$ cat src/rtl/dma_irqx_pkg.sv
package dma_irqx_pkg;

  typedef enum logic [1:0] {
    OP_MASK_SET = 2'd0,
    OP_MASK_CLR = 2'd1,
    OP_FLAG_CLR = 2'd2,
    OP_NONE     = 2'd3
  } irq_op_e;

endpackage

$ cat src/rtl/irqx_flag_bank.sv
module irqx_flag_bank #(
  parameter int W = 26
) (
  input  logic         clk,
  input  logic         rst_n,
  input  logic [W-1:0] set_i,
  input  logic [W-1:0] clr_i,
  output logic [W-1:0] flag_o
);

  // One sticky flop per source; a set in the same cycle beats any clear.
  for (genvar k = 0; k < W; k++) begin : g_flag
    always_ff @(posedge clk or negedge rst_n) begin
      if (!rst_n)          flag_o[k] <= 1'b0;
      else if (set_i[k])   flag_o[k] <= 1'b1;
      else if (clr_i[k])   flag_o[k] <= 1'b0;
    end
  end

  // every bit pulsed at an edge reads as set afterwards
  p_set_sticks_r11: assert property (@(posedge clk) disable iff (!rst_n)
    (|set_i) |=> ((flag_o & $past(set_i)) == $past(set_i)));

  // cleared bits without a simultaneous set read as zero
  p_clear_takes_r9: assert property (@(posedge clk) disable iff (!rst_n)
    (|(clr_i & ~set_i)) |=> ((flag_o & $past(clr_i & ~set_i)) == '0));

  // with no set or clear, the flags hold
  p_flags_hold_r3: assert property (@(posedge clk) disable iff (!rst_n)
    ((set_i == '0) && (clr_i == '0)) |=> $stable(flag_o));

endmodule

$ cat src/rtl/irqx_mask_reg.sv
module irqx_mask_reg
  import dma_irqx_pkg::*;
#(
  parameter int W = 26
) (
  input  logic         clk,
  input  logic         rst_n,
  input  logic         we_i,
  input  irq_op_e      op_i,
  input  logic [W-1:0] bits_i,
  output logic [W-1:0] mask_o
);

  logic [W-1:0] mask_nxt;

  always_comb begin
    mask_nxt = mask_o;
    if (we_i) begin
      case (op_i)
        OP_MASK_SET: mask_nxt = mask_o | bits_i;
        OP_MASK_CLR: mask_nxt = mask_o & ~bits_i;
        default:     mask_nxt = mask_o;
      endcase
    end
  end

  always_ff @(posedge clk or negedge rst_n) begin
    if (!rst_n) mask_o <= '0;
    else        mask_o <= mask_nxt;
  end

  // a set-mask write enables every selected source
  p_mask_set_r4: assert property (@(posedge clk) disable iff (!rst_n)
    (we_i && op_i == OP_MASK_SET) |=> ((mask_o & $past(bits_i)) == $past(bits_i)));

  // a clear-mask write disables every selected source
  p_mask_clr_r4: assert property (@(posedge clk) disable iff (!rst_n)
    (we_i && op_i == OP_MASK_CLR) |=> ((mask_o & $past(bits_i)) == '0));

  // flag-clear and no-op writes leave the mask alone
  p_mask_untouched_r5: assert property (@(posedge clk) disable iff (!rst_n)
    (!we_i || op_i == OP_FLAG_CLR || op_i == OP_NONE) |=> $stable(mask_o));

endmodule

$ cat src/rtl/irqx_prio_enc.sv
module irqx_prio_enc #(
  parameter int W  = 26,
  parameter int IW = 5
) (
  input  logic          clk,
  input  logic          rst_n,
  input  logic [W-1:0]  req_i,
  output logic [IW-1:0] idx_o
);

  // Lowest set bit wins; code is bit position plus one, zero for idle.
  always_comb begin
    idx_o = '0;
    for (int k = W - 1; k >= 0; k--) begin
      if (req_i[k]) idx_o = IW'(k + 1);
    end
  end

  // Checker-side view: requests strictly below the reported position.
  logic [W-1:0] below_mask;
  always_comb begin
    below_mask = '0;
    for (int k = 0; k < W; k++) begin
      if (IW'(k + 1) < idx_o) below_mask[k] = 1'b1;
    end
  end

  // a nonzero code names a live request
  p_idx_live_r7: assert property (@(posedge clk) disable iff (!rst_n)
    (idx_o != '0) |-> req_i[idx_o - IW'(1)]);

  // nothing of higher priority is skipped
  p_idx_first_r8: assert property (@(posedge clk) disable iff (!rst_n)
    (idx_o != '0) |-> ((req_i & below_mask) == '0));

  // idle code only when nothing is requested
  p_idx_idle_r7: assert property (@(posedge clk) disable iff (!rst_n)
    (idx_o == '0) |-> (req_i == '0));

endmodule

$ cat src/rtl/dma_irq_index.sv
module dma_irq_index
  import dma_irqx_pkg::*;
#(
  parameter  int N_DONE  = 16,
  parameter  int N_EARLY = 8,
  localparam int NSRC    = N_DONE + N_EARLY + 2,
  localparam int IDX_W   = $clog2(NSRC + 1)
) (
  input  logic               clk,
  input  logic               rst_n,
  input  logic [N_DONE-1:0]  done_evt,
  input  logic [N_EARLY-1:0] early_evt,
  input  logic               addr_err_evt,
  input  logic               data_err_evt,
  input  logic               cfg_we,
  input  logic [1:0]         cfg_op,
  input  logic [NSRC-1:0]    cfg_bits,
  input  logic               idx_take,
  output logic [IDX_W-1:0]   irq_idx,
  output logic [NSRC-1:0]    raw_status,
  output logic [NSRC-1:0]    mask_status,
  output logic [NSRC-1:0]    enabled_status,
  output logic               irq
);

  irq_op_e      op;
  logic [NSRC-1:0] set_vec;
  logic [NSRC-1:0] wr_clr;
  logic [NSRC-1:0] take_clr;
  logic [NSRC-1:0] clr_vec;

  assign op      = irq_op_e'(cfg_op);
  assign set_vec = {data_err_evt, addr_err_evt, early_evt, done_evt};
  assign wr_clr  = (cfg_we && op == OP_FLAG_CLR) ? cfg_bits : '0;

  // Decode the reported code back to its source bit for read-to-clear.
  for (genvar k = 0; k < NSRC; k++) begin : g_take
    assign take_clr[k] = idx_take && (irq_idx == IDX_W'(k + 1));
  end

  assign clr_vec = wr_clr | take_clr;

  irqx_flag_bank #(.W(NSRC)) u_flags (
    .clk    (clk),
    .rst_n  (rst_n),
    .set_i  (set_vec),
    .clr_i  (clr_vec),
    .flag_o (raw_status)
  );

  irqx_mask_reg #(.W(NSRC)) u_mask (
    .clk    (clk),
    .rst_n  (rst_n),
    .we_i   (cfg_we),
    .op_i   (op),
    .bits_i (cfg_bits),
    .mask_o (mask_status)
  );

  assign enabled_status = raw_status & mask_status;
  assign irq            = |enabled_status;

  irqx_prio_enc #(.W(NSRC), .IW(IDX_W)) u_enc (
    .clk   (clk),
    .rst_n (rst_n),
    .req_i (enabled_status),
    .idx_o (irq_idx)
  );

  // a take clears at most one source
  p_take_single_r9: assert property (@(posedge clk) disable iff (!rst_n)
    $onehot0(take_clr));

  // a take with idle index clears nothing
  p_take_idle_r10: assert property (@(posedge clk) disable iff (!rst_n)
    (idx_take && irq_idx == '0) |-> (take_clr == '0));

  // the encoder and the interrupt line agree
  p_idx_means_irq_r6: assert property (@(posedge clk) disable iff (!rst_n)
    (irq_idx != '0) == irq);

endmodule

$ cat config.mk
export PLATFORM = sky130hd
export DESIGN_NAME = dma_irq_index
export DESIGN_NICKNAME = d
export VERILOG_FILES = /design/src/rtl/dma_irqx_pkg.sv /design/src/rtl/irqx_flag_bank.sv /design/src/rtl/irqx_mask_reg.sv /design/src/rtl/irqx_prio_enc.sv /design/src/rtl/dma_irq_index.sv
export SDC_FILE = /design/constraint.sdc
export NUM_CORES = 1
export LEC_CHECK = 0
export BUFFER_PORTS_ARGS = -buffer_cell sky130_fd_sc_hd__buf_2
export CAP_MARGIN = 20
export CORE_ASPECT_RATIO = 1.75
export CORE_UTILIZATION = 30
export CTS_BUF_LIST = sky130_fd_sc_hd__clkbuf_16
export DETAILED_ROUTE_END_ITERATION = 8
export PLACE_DENSITY = 0.59
export SKIP_CTS_REPAIR_TIMING = 1
export SLEW_MARGIN = 20
export SYNTH_ARGS = -nofsm -noshare
export SYNTH_HDL_FRONTEND = slang
export SYNTH_HIERARCHICAL = 1
export SYNTH_SLANG_ARGS = --single-unit
export TNS_END_PERCENT = 50
$ cat constraint.sdc
create_clock -name clk -period 4.95 [get_ports clk]
set_clock_uncertainty 0.1 [all_clocks]
set_input_delay 0.2475 -clock clk [delete_from_list [all_inputs] [get_ports clk]]
set_output_delay 0.2475 -clock clk [all_outputs]
set_load 0.03 [all_outputs]
==> impl.org <==
** Yosys
- Averaged over all synthesized cells, the footprint is 9.02 um^2.
- The share of synthesized area in the top cell type comes to 0.419.
- The number of nets handed over by synthesis was 402.
- Post-synthesis cell count :: 344
- Cell types with the largest area share after synthesis :: dfrtp_1 (42%), mux2i_1 (8.4%), inv_1 (7.4%)
- Synthesized flop and latch total :: 52
- For this run, the register share of the synthesized area comes to 0.419.
- Total standard cell area after synthesis :: 3100 um^2
- Count of warnings emitted by yosys :: 6
- Summed over all instances, the cell type with the most area after synthesis is dfrtp_1.
- Synthesis instantiated 39 different standard cells from the library.

** Drt
- Drc violations :: 0
- Number of detailed-route iterations in the first pass :: 6
- In this run the remaining antenna-violating nets after routing total 0.
- Routed wire per std cell :: 17.5 um
- The routed layout has 3066 vias.
- Routed wire length on met3 :: 453 um
- In the final routing, the length of wire on met1 measures 3950 um.
- Routed vias/inst :: 5.05
- First-iteration detailed-routing DRC count :: 176
- Met2 Routed Length :: 5850 um
- For this block, the routed nets add up to 10600 um of wire.
- The highest layer touched by signal routing is met4.

** Worst setup path
- Endpoint kind of the worst setup timing path :: register
- STA classifies the critical path startpoint as a register.
- Walking the worst path, the cells encountered are and2_1 -> or3_1 -> a221oi_1 -> o41ai_1 -> o211ai_1 -> inv_1 -> or3_1 -> o31ai_1 -> inv_1 -> a21o_1.
- Critical-path top delay cell :: o211ai_1
- Kind of cell adding the most delay to the critical path :: compound AO/OA/AOI/OAI gates
- Longest individual stage delay on the worst path :: 0.70 ns
- Data arrival at the endpoint of the critical path :: 3.77 ns
- At the worst endpoint, the required time is 5.04 ns.
- WP buf/inv :: 2
- Of all nets on the critical path, the largest fanout is 8.
- The critical path is of the reg -> reg type.

** GRT
- For this run, the total global-route usage over all layers was measured as 0.199.
- The first global-routing pass estimated 16000 um of wire.
- The via count of the first global-routing pass came to 3068.
- Entering global routing, the biggest net connects 53 pins.
- The number of antenna violations at the first check in global routing is 0.
- Remaining global-route overflow :: 0

** Power
- Power per unit of standard cell area :: 379 nW/um^2
- VDD sags by at most 0.161 mV.
- Total leakage power :: 1.94 nW
- Total power for the finished layout comes to 1.53 mW.

** Outcome
- The flow ran to the end, but the final reports show violations.
- Failing checks :: negative hold slack

** Timing
- Unrepaired setup endpoints after global routing :: no
- Subtracting the final worst setup slack from the clock period gives 3.69 ns.
- Dividing the final minimum period by the clock period gives 0.744.
- Final-report max-slew violation count :: 0
- Setup total negative slack on the finished layout was measured at 0 ns.
- Number of endpoints with negative hold slack in the final report :: 42
- Setup violations remaining at the end of the flow were counted as 0.
- Derived from the worst setup path, the maximum achievable clock frequency is 271 MHz.
- The tightest hold path in the finished design has a slack of -0.0146 ns.
- The worst pin sits at a relative slew slack of 0.356.
- Worst slew pin tran :: 0.966 ns

** Flow run
- Total of max-cap violations :: 0

** Floorplan
- For this configuration, the core starts out at a cell density of 0.311.
- Die Wd :: 78.9 um
- Number of top-level pins :: 142
- In this run the vertical extent of the chip is 137 um.
- FP Rows :: 48
- Total core area :: 9970 um^2
- Full die area :: 10800 um^2

** Clock tree
- CTS HTree Levels :: 2
- TritonCTS built the clock tree.
- Clock tree synthesis selected as its root buffer the cell clkbuf_16.
- Clock Tree Buf Depth :: 2
- Clock sink count :: 52
- Worst skew pair latency :: 0.29 ns
- Clock-pin slew was measured on the worst setup and hold paths at 0.07 ns.
- The number of clock buffers added by TritonCTS is 5.

** Finish
- Total non-filler cell area in the finished layout :: 4040 um^2
- Count of antenna diodes in the layout :: 0
- Final instance count without filler cells :: 607
- Final #Nets :: 540
- Fraction of layout instances using a drive strength above 1 :: 0.317
- Relative to the synthesized area, the layout overhead comes to 30.2%.

** Hold path
- Kind of path behind the tightest hold check :: in -> async

** Placement
- In this run the tool buffered the top-level ports with 141 buffer cells.
- Placed cell area :: 3910 um^2
- GPL Wtd Cong :: 0.883
- Post-detailed-placement half-perimeter wirelength :: 8250 um
- In this run, placement finished with an instance count of 600.
[per-layer routing]
metal | vias up | global-route usage
li1 | 1449 | -
met1 | 1479 | 0.211
met2 | 113 | 0.376
met3 | 25 | 0.0307
met4 | 0 | 0.0949
met5 | - | 0
[cell usage after synthesis (all sizes together)]
master and n:
clkbuf 3, inv 61, a31o 1, and2 26, o31ai 5, o21ai 9, a21oi 5, nand3b 26
and3 2, a221oi 2, a22o 8, o211ai 2, or3 5, or4 5, o41ai 1, nand2b 3
nand3 3, mux2i 26, dfrtp 52, nor2 19, and3b 1, nor3 4, buf 8, o311ai 1
or2 3, nor4 5, nand4 2, o21bai 1, nand2 17, o2111ai 1, a32o 7, nor2b 4
a21o 26
[cell usage in the layout, fill, tap and decap left out, types with 2 or more instances in the layout]
cell	count
clkinv_1	2
nor2b_1	4
clkbuf_16	5
nand3_1	3
and3_1	2
buf_2	141
or2_2	3
nand3b_1	26
a21oi_1	5
nor3_1	4
nand4_1	2
nand2_1	17
a32o_1	7
or4_1	4
nor2_1	19
a221oi_1	2
inv_1	61
o211ai_1	2
dfrtp_1	52
a22o_1	8
nor4_1	5
a21o_1	26
o31ai_1	5
o21ai_0	8
mux2i_1	26
or3_1	5
and2_1	25
nand2b_1	3
[logic make-up after synthesis]
family	count (synthesis)	share of synthesized area
AND/OR/NAND/NOR	125	0.235
flip-flops	52	0.419
multiplexers	26	0.0838
buffers and inverters	72	0.0947
AO/OA/AOI/OAI	69	0.167
[stage by stage]
step | setup slack, ns | utilization
after global routing | 1.20 | 0.405
final | 1.26 | 0.405
after floorplan | 1.41 | -
after global placement | 1.28 | 0.392
after detailed placement | 1.35 | 0.392
after CTS | 1.34 | 0.405
[area by class of cell]
cell class	instances	area (um^2)
Sequential cell	52	1300
Inverter	61	229
Clock inverter	2	7.51
Tap cell	125	156
Multi-Input combinational cell	220	1510
Clock buffer	5	125
Fill cell	1092	5930
Timing Repair Buffer	142	713
[power breakdown]
| part | switching (mW) | leakage, nW | internal, mW |
|---|---|---|---|
| logic | 0.493 | 1.34 | 0.192 |
| clock network | 0.151 | 0.0648 | 0.181 |
| registers | 0.0364 | 0.537 | 0.478 |
[worst register-to-register path, stage by stage (launching register included)]
cell      delay (ns)
dfrtp_1         0.39
and2_1          0.24
or3_1           0.39
a221oi_1        0.21
o41ai_1         0.16
o211ai_1        0.70
inv_1           0.28
or3_1           0.55
o31ai_1         0.31
inv_1           0.09
a21o_1          0.16
[final timing paths]
kind                                           startpoint                        endpoint  slack, ns  depth (start not counted)
max                        u_flags/flag_o[11]$_DFFE_PN0P_   u_flags/flag_o[2]$_DFFE_PN0P_       1.26                         10
min                                                 rst_n      asynchronous set/reset pin      -0.01                          2
max reg2reg                u_flags/flag_o[11]$_DFFE_PN0P_   u_flags/flag_o[2]$_DFFE_PN0P_       1.26                         10
min reg2reg                 u_flags/flag_o[0]$_DFFE_PN0P_   u_flags/flag_o[0]$_DFFE_PN0P_       0.39                          1
max in group asynchronous                           rst_n      asynchronous set/reset pin       4.32                          2
min in group clk                             done_evt[11]  u_flags/flag_o[11]$_DFFE_PN0P_       0.03                          2
No activity file was read; power rests on OpenSTA's default activity.
